$ cat src/rtl/q31_mul_pkg.sv
package q31_mul_pkg;
  // How stage two forms the output word
  typedef enum logic [1:0] {
    SEL_TRUNC = 2'd0,
    SEL_ROUND = 2'd1,
    SEL_SAT   = 2'd2
  } q31_sel_e;
endpackage

$ cat src/rtl/q31_mul_prod.sv
module q31_mul_prod
  import q31_mul_pkg::*;
#(
  parameter int DATA_W = 32,
  localparam int PROD_W = 2 * DATA_W
) (
  input  logic              clk,
  input  logic              rst_n,
  input  logic              in_valid,
  input  logic [DATA_W-1:0] op_a,
  input  logic [DATA_W-1:0] op_b,
  input  logic              rnd_en,
  output logic              s1_valid,
  output logic [PROD_W-1:0] s1_prod,
  output q31_sel_e          s1_sel
);
  localparam logic [DATA_W-1:0] MOST_NEG = {1'b1, {(DATA_W-1){1'b0}}};

  logic [PROD_W-1:0] a_ext, b_ext, prod_nxt;
  logic              both_neg_one;
  q31_sel_e          sel_nxt;

  always_comb begin
    a_ext        = {{DATA_W{op_a[DATA_W-1]}}, op_a};
    b_ext        = {{DATA_W{op_b[DATA_W-1]}}, op_b};
    prod_nxt     = a_ext * b_ext;
    both_neg_one = (op_a == MOST_NEG) && (op_b == MOST_NEG);
    if (both_neg_one)   sel_nxt = SEL_SAT;
    else if (rnd_en)    sel_nxt = SEL_ROUND;
    else                sel_nxt = SEL_TRUNC;
  end

  always_ff @(posedge clk or negedge rst_n) begin
    if (!rst_n) begin
      s1_valid <= 1'b0;
      s1_prod  <= '0;
      s1_sel   <= SEL_TRUNC;
    end else begin
      s1_valid <= in_valid;
      if (in_valid) begin
        s1_prod <= prod_nxt;
        s1_sel  <= sel_nxt;
      end
    end
  end
endmodule

$ cat src/rtl/q31_mul_fin.sv
module q31_mul_fin
  import q31_mul_pkg::*;
#(
  parameter int DATA_W = 32,
  localparam int PROD_W = 2 * DATA_W
) (
  input  logic              clk,
  input  logic              rst_n,
  input  logic              s1_valid,
  input  logic [PROD_W-1:0] s1_prod,
  input  q31_sel_e          s1_sel,
  output logic              res_valid,
  output logic [DATA_W-1:0] res_data,
  output logic              res_ovf
);
  localparam logic [PROD_W-1:0] HALF_LSB  = {{DATA_W{1'b0}}, 1'b1, {(DATA_W-1){1'b0}}};
  localparam logic [DATA_W-1:0] MOST_POS  = {1'b0, {(DATA_W-1){1'b1}}};

  logic [PROD_W-1:0] dbl, dbl_rnd;
  logic [DATA_W-1:0] data_nxt;
  logic              ovf_nxt;

  always_comb begin
    dbl     = {s1_prod[PROD_W-2:0], 1'b0};
    dbl_rnd = dbl + HALF_LSB;
    unique case (s1_sel)
      SEL_SAT:   data_nxt = MOST_POS;
      SEL_ROUND: data_nxt = dbl_rnd[PROD_W-1:DATA_W];
      default:   data_nxt = dbl[PROD_W-1:DATA_W];
    endcase
    ovf_nxt = s1_valid && (s1_sel == SEL_SAT);
  end

  always_ff @(posedge clk or negedge rst_n) begin
    if (!rst_n) begin
      res_valid <= 1'b0;
      res_ovf   <= 1'b0;
      res_data  <= '0;
    end else begin
      res_valid <= s1_valid;
      res_ovf   <= ovf_nxt;
      if (s1_valid) res_data <= data_nxt;
    end
  end
endmodule

$ cat src/rtl/q31_frac_mul.sv
module q31_frac_mul
  import q31_mul_pkg::*;
#(
  parameter int DATA_W = 32
) (
  input  logic              clk,
  input  logic              rst_n,
  input  logic              in_valid,
  input  logic [DATA_W-1:0] op_a,
  input  logic [DATA_W-1:0] op_b,
  input  logic              rnd_en,
  output logic              res_valid,
  output logic [DATA_W-1:0] res_data,
  output logic              res_ovf
);
  localparam int PROD_W = 2 * DATA_W;

  logic              s1_valid;
  logic [PROD_W-1:0] s1_prod;
  q31_sel_e          s1_sel;

  q31_mul_prod #(.DATA_W(DATA_W)) prod_i (
    .clk      (clk),
    .rst_n    (rst_n),
    .in_valid (in_valid),
    .op_a     (op_a),
    .op_b     (op_b),
    .rnd_en   (rnd_en),
    .s1_valid (s1_valid),
    .s1_prod  (s1_prod),
    .s1_sel   (s1_sel)
  );

  q31_mul_fin #(.DATA_W(DATA_W)) fin_i (
    .clk       (clk),
    .rst_n     (rst_n),
    .s1_valid  (s1_valid),
    .s1_prod   (s1_prod),
    .s1_sel    (s1_sel),
    .res_valid (res_valid),
    .res_data  (res_data),
    .res_ovf   (res_ovf)
  );
endmodule

$ cat config.mk
export PLATFORM = sky130hd
export DESIGN_NAME = q31_frac_mul
export DESIGN_NICKNAME = d
export VERILOG_FILES = /design/src/rtl/q31_mul_pkg.sv /design/src/rtl/q31_mul_prod.sv /design/src/rtl/q31_mul_fin.sv /design/src/rtl/q31_frac_mul.sv
export SDC_FILE = /design/constraint.sdc
export NUM_CORES = 2
export LEC_CHECK = 0
export ABC_AREA = 0
export ABC_CLOCK_PERIOD_IN_PS = 2660
export BUFFER_PORTS_ARGS = -buffer_cell sky130_fd_sc_hd__buf_2
export CAP_MARGIN = 40
export CORE_MARGIN = 5
export CORE_UTILIZATION = 45
export CTS_CLUSTER_DIAMETER = 80
export DETAILED_ROUTE_END_ITERATION = 16
export MAX_ROUTING_LAYER = met4
export PLACE_DENSITY = 0.61
export SLEW_MARGIN = 40
export SYNTH_ARGS = -nofsm -noshare
export SYNTH_HDL_FRONTEND = slang
export SYNTH_HIERARCHICAL = 1
export SYNTH_SLANG_ARGS = --single-unit
$ cat constraint.sdc
create_clock -name clk -period 2.66 [get_ports clk]
set_input_delay 0.266 -clock clk [delete_from_list [all_inputs] [get_ports clk]]
set_output_delay 0.266 -clock clk [all_outputs]
set_load 0.05 [all_outputs]
# Word-level counts from Yosys, hierarchy flattened
# Index checks and enable logic that the tools add are counted.
[op_classes]
addsub = 1
mul = 1
div = 0
order_cmp = 0
eq_ne = 4
shifts = 0
n_mux = 3
n_bitwise = 0
n_reduce_logical = 2
[ops]
columns = ["cell", "n"]
rows = [
  ["$add A64 B32 Y64 const B", 1],
  ["$eq A32 B32 Y1 const B", 2],
  ["$pmux W32 S2", 1],
  ["$mul A32 B32 Y63", 1],
  ["$eq A2 B1 Y1 const B", 1],
  ["$eq A2 B2 Y1 const B", 1],
  ["$logic_and A1 B1 Y1", 2],
  ["$mux W2", 1],
  ["$mux W1", 1],
]
[word_totals]
register_bits = 100
latchBits = 0
mem_bits_rw = 0
mem_bits_ro = 0
input_bits = 68
out_inout_bits = 34
elab_cells = 17
mem_count = 0

# Logic depth before layout (Yosys ltp)
[logic_depth]
word_depth = 3
depth_mapped = 28
mapped_depth_nobuf = 26

# Cells and area by module
# Netlist, hierarchy kept.
[by_module_without_submodules]
columns = ["mod", "instances", "cells_per_inst", "area_each_um2", "seq_area_each_um2"]
rows = [
  ["q31_mul_prod", 1, 4023, 38684.6, 1676.6],
  ["q31_mul_fin", 1, 315, 2409.8, 850.8],
]

# Least setup slack after synthesis
# Ideal clock, no wire load.
[synth_path]
path_kind = "input port to flip-flop"
startpoint = "input port op_a[31]"
endpoint = "register prod_i.s1_prod[58]"
setup_ns = 0.125
t_arrival_ns = 7.542
required_time_ns = 2.535
slack_ns = -5.006
path_stages = 27
cell_sequence = "clkbuf_1 -> nand2_1 -> inv_1 -> fa_1 -> inv_1 -> fa_1 -> inv_1 -> fa_1 -> fa_1 -> inv_1 -> fa_1 -> inv_1 -> fa_1 -> inv_1 -> fa_1 -> inv_1 -> fa_1 -> ha_1 -> clkbuf_1 -> a21o_1 -> a21o_1 -> a21o_1 -> a21o_1 -> a221o_1 -> a21oi_2 -> xnor2_1 -> mux2_2"
[synth_via]
elab_chain_cells = 1
[synth_rtl]
columns = ["element", "line", "text"]
rows = [
  ["from (decl)", "q31_frac_mul.sv:9", "input logic [DATA_W-1:0] op_a,"],
  ["$mul A32 B32 Y63", "q31_mul_prod.sv:26", "prod_nxt = a_ext * b_ext;"],
  ["to (signal assigned)", "q31_mul_prod.sv:41", "s1_prod <= prod_nxt;"],
  ["to (decl)", "q31_mul_prod.sv:14", "output logic [PROD_W-1:0] s1_prod,"],
]
# Every way passes these cells.
# A chain may end at the register's enable or synchronous reset.

# Worst setup path in the final report
[layout_path]
startpoint = "input port op_b[11]"
endpoint = "register prod_i.s1_prod[43]"
[layout_via]
elab_chain_cells = 1
[layout_rtl]
columns = ["element", "line", "text"]
rows = [
  ["from (decl)", "q31_frac_mul.sv:10", "input logic [DATA_W-1:0] op_b,"],
  ["$mul A32 B32 Y63", "q31_mul_prod.sv:26", ""],
]
# Every way passes these cells.

==> flow_summary.yaml <==
global_route:
  grt_start_max_net_pins: 41
  grt_pass1_wl_um: 181600
  antenna_found_initial: 3
  grt_overflow_total: 0
  grt_usage: 0.2506
  grt_pass1_vias: 32962
clocking:
  h-tree-depth: 3
  cts_root_buf: "clkbuf_16"
  clk_pin_slew_worst_paths_ns: 0.06
  cts_num_sinks: 70
  clock_path_buffers: 2
  cts_tree: "built"
  cts_buffers: 9
  clock_latency_ns: 0.34
sta:
  setup_viol: 33
  postLayoutSetupSlackWorst_ns: -4.267
  finalHoldViolations: 0
  rsz0062_at_grt: "yes"
  fmax_mhz: 144.4
  post-route-period-util: 2.604
  clock_skew_ns: 0.01044
  holdWs_ns: 0.2414
  relSlewSlack: 0.6162
  drv_slew: 0
  worstMarginPinSlew_ns: 0.5757
  period_minus_slack_ns: 6.927
layout:
  area_growth_pct: 20.15
  drive_above_1_share: 0.2058
  final_net_count: 5918
  final_area_sq_um: 47180
detailed_routing:
  vias_per_cell: 5.121
  first_pass_iters: 5
  drc_errors: 0
  drt_iter0_markers: 1749
  dr_total_vias: 29426
  routed_wl_um: 111000
  post_drt_wl_per_cell_um: 19.31
  drtAntennaViolNets: 0
min_path:
  hold_path.class: "input port to flop"
  hold_path_depth: 3
critical_path:
  cp.buffers_inverters: 6
  cp_max_fo: 10
  cp_num_cells: 25
  cp-start-kind: "input port"
  reg2regPathDepth: 5
  critPathCaptureType: "flop"
  critPathSlowestCell: "fa_2"
  r2r_slack_ns: 0.45
  cpLargestDelayFamily: "adder cells"
  max_stage_delay_ns: 0.59
  arrival_ns: 7.14
  critPathRequiredTime_ns: 2.87
  path_class: "input port to flop"
floorplanning:
  coreArea_sq_um: 86750
  dieArea_sq_um: 93270
  die_w_um: 305.4
  rows: 108
  initial_core_util: 0.4526
  die_height_um: 305.4
  pin_count: 102
placed_design:
  hpwl_um: 94780
  globalplace.congestion: 0.9745
  placed_cell_area_sq_um: 44650
  port_buffers: 101
  preCtsSetupSlack_ns: -4.970
logic_synthesis:
  synth-warning-count: 6
  synth_nets: 5506
  syn_area_sq_um: 39270
  avgSynthCellArea_sq_um: 9.419
  synthCells: 4169
status:
  status: "complete, but fails checks"
  violations: "negative setup slack"
run:
  maxCapViolCount: 0
-- metrics by stage --
step,setup TNS [ns],cells,util
after floorplan,-131.66,4169,-
after global placement,-156.24,5662,0.5144
after detailed placement,-157.64,5663,0.5147
after CTS,-135.63,5725,0.5369
after global routing,-142.17,5742,0.5437
final,-135.93,5746,0.5438
-- final timing paths --
check                                         from            endpoint
worst max-delay path                      op_b[11]  prod_i/s1_prod[43]
min in group asynchronous                    rst_n  fin_i/res_data[30]
worst min register to register   fin_i/res_data[2]   fin_i/res_data[2]
max in group asynchronous                    rst_n  prod_i/s1_prod[44]
worst max register to register  prod_i/s1_prod[39]  fin_i/res_data[14]
worst min-delay path                        rnd_en    prod_i/s1_sel[0]
-- layout make-up --
cell class	instances	area [sq um]
well taps	1155	1445
fillers	7765	39570
diodes	5	12.51
repair buffers	632	5633
flip-flops and latches	70	1752
inverters	972	3656
multi-input cells	2896	34350
clock inverters	5	81.33
clock buffers	11	252.7
-- worst reg2reg max path: stages (launching register included) --
cell	delay, ns
dfrtp_1	0.49
nand4_1	0.26
or4_1	0.73
a211o_1	0.31
a21oi_1	0.18
a21oi_1	0.12
-- layer usage --
metal,track usage,share of wire
met3,0.01662,0.036
met2,0.4403,0.52
met4,0.07444,0.041
met5,-,0
met1,0.3156,0.41
-- layout by cell type (no fill, tap or decap), types with 17 or more instances in the layout --
cell type and instances:
buf_4 455, a21oi_2 17, buf_2 46, ha_4 32
nand3_1 33, dfrtp_1 70, buf_6 70, buf_12 38
nand4_1 30, mux2_4 17, o21ai_0 49, nor4_1 20
fa_2 67, inv_2 28, and2_4 25, inv_1 940
nor2_1 79, a21oi_1 36, nand2_1 541, and2_1 492
fa_1 1015, a21o_1 35, ha_1 154
-- sequential cells by signal (all words and copies together) (netlist names) --
signal and cells:
fin_i/res_data 32, fin_i/res_valid 1, prod_i/s1_valid 1, fin_i/res_ovf 1, prod_i/s1_prod 33, prod_i/s1_sel 2
-- what timing repair did --
item | CTS | global route
pin swaps | 190 | 96
setup buffers | 41 | 21
gates cloned | 4 | 2
setup endpoints to repair | 33 | 33
endpoints found under the hold margin | 12 | 0
resized for setup | 290 | 112
hold buffers | 1 | 0
Power is not shown: default switching activity piles up to over one toggle a cycle in this logic, so the estimate is an artifact.
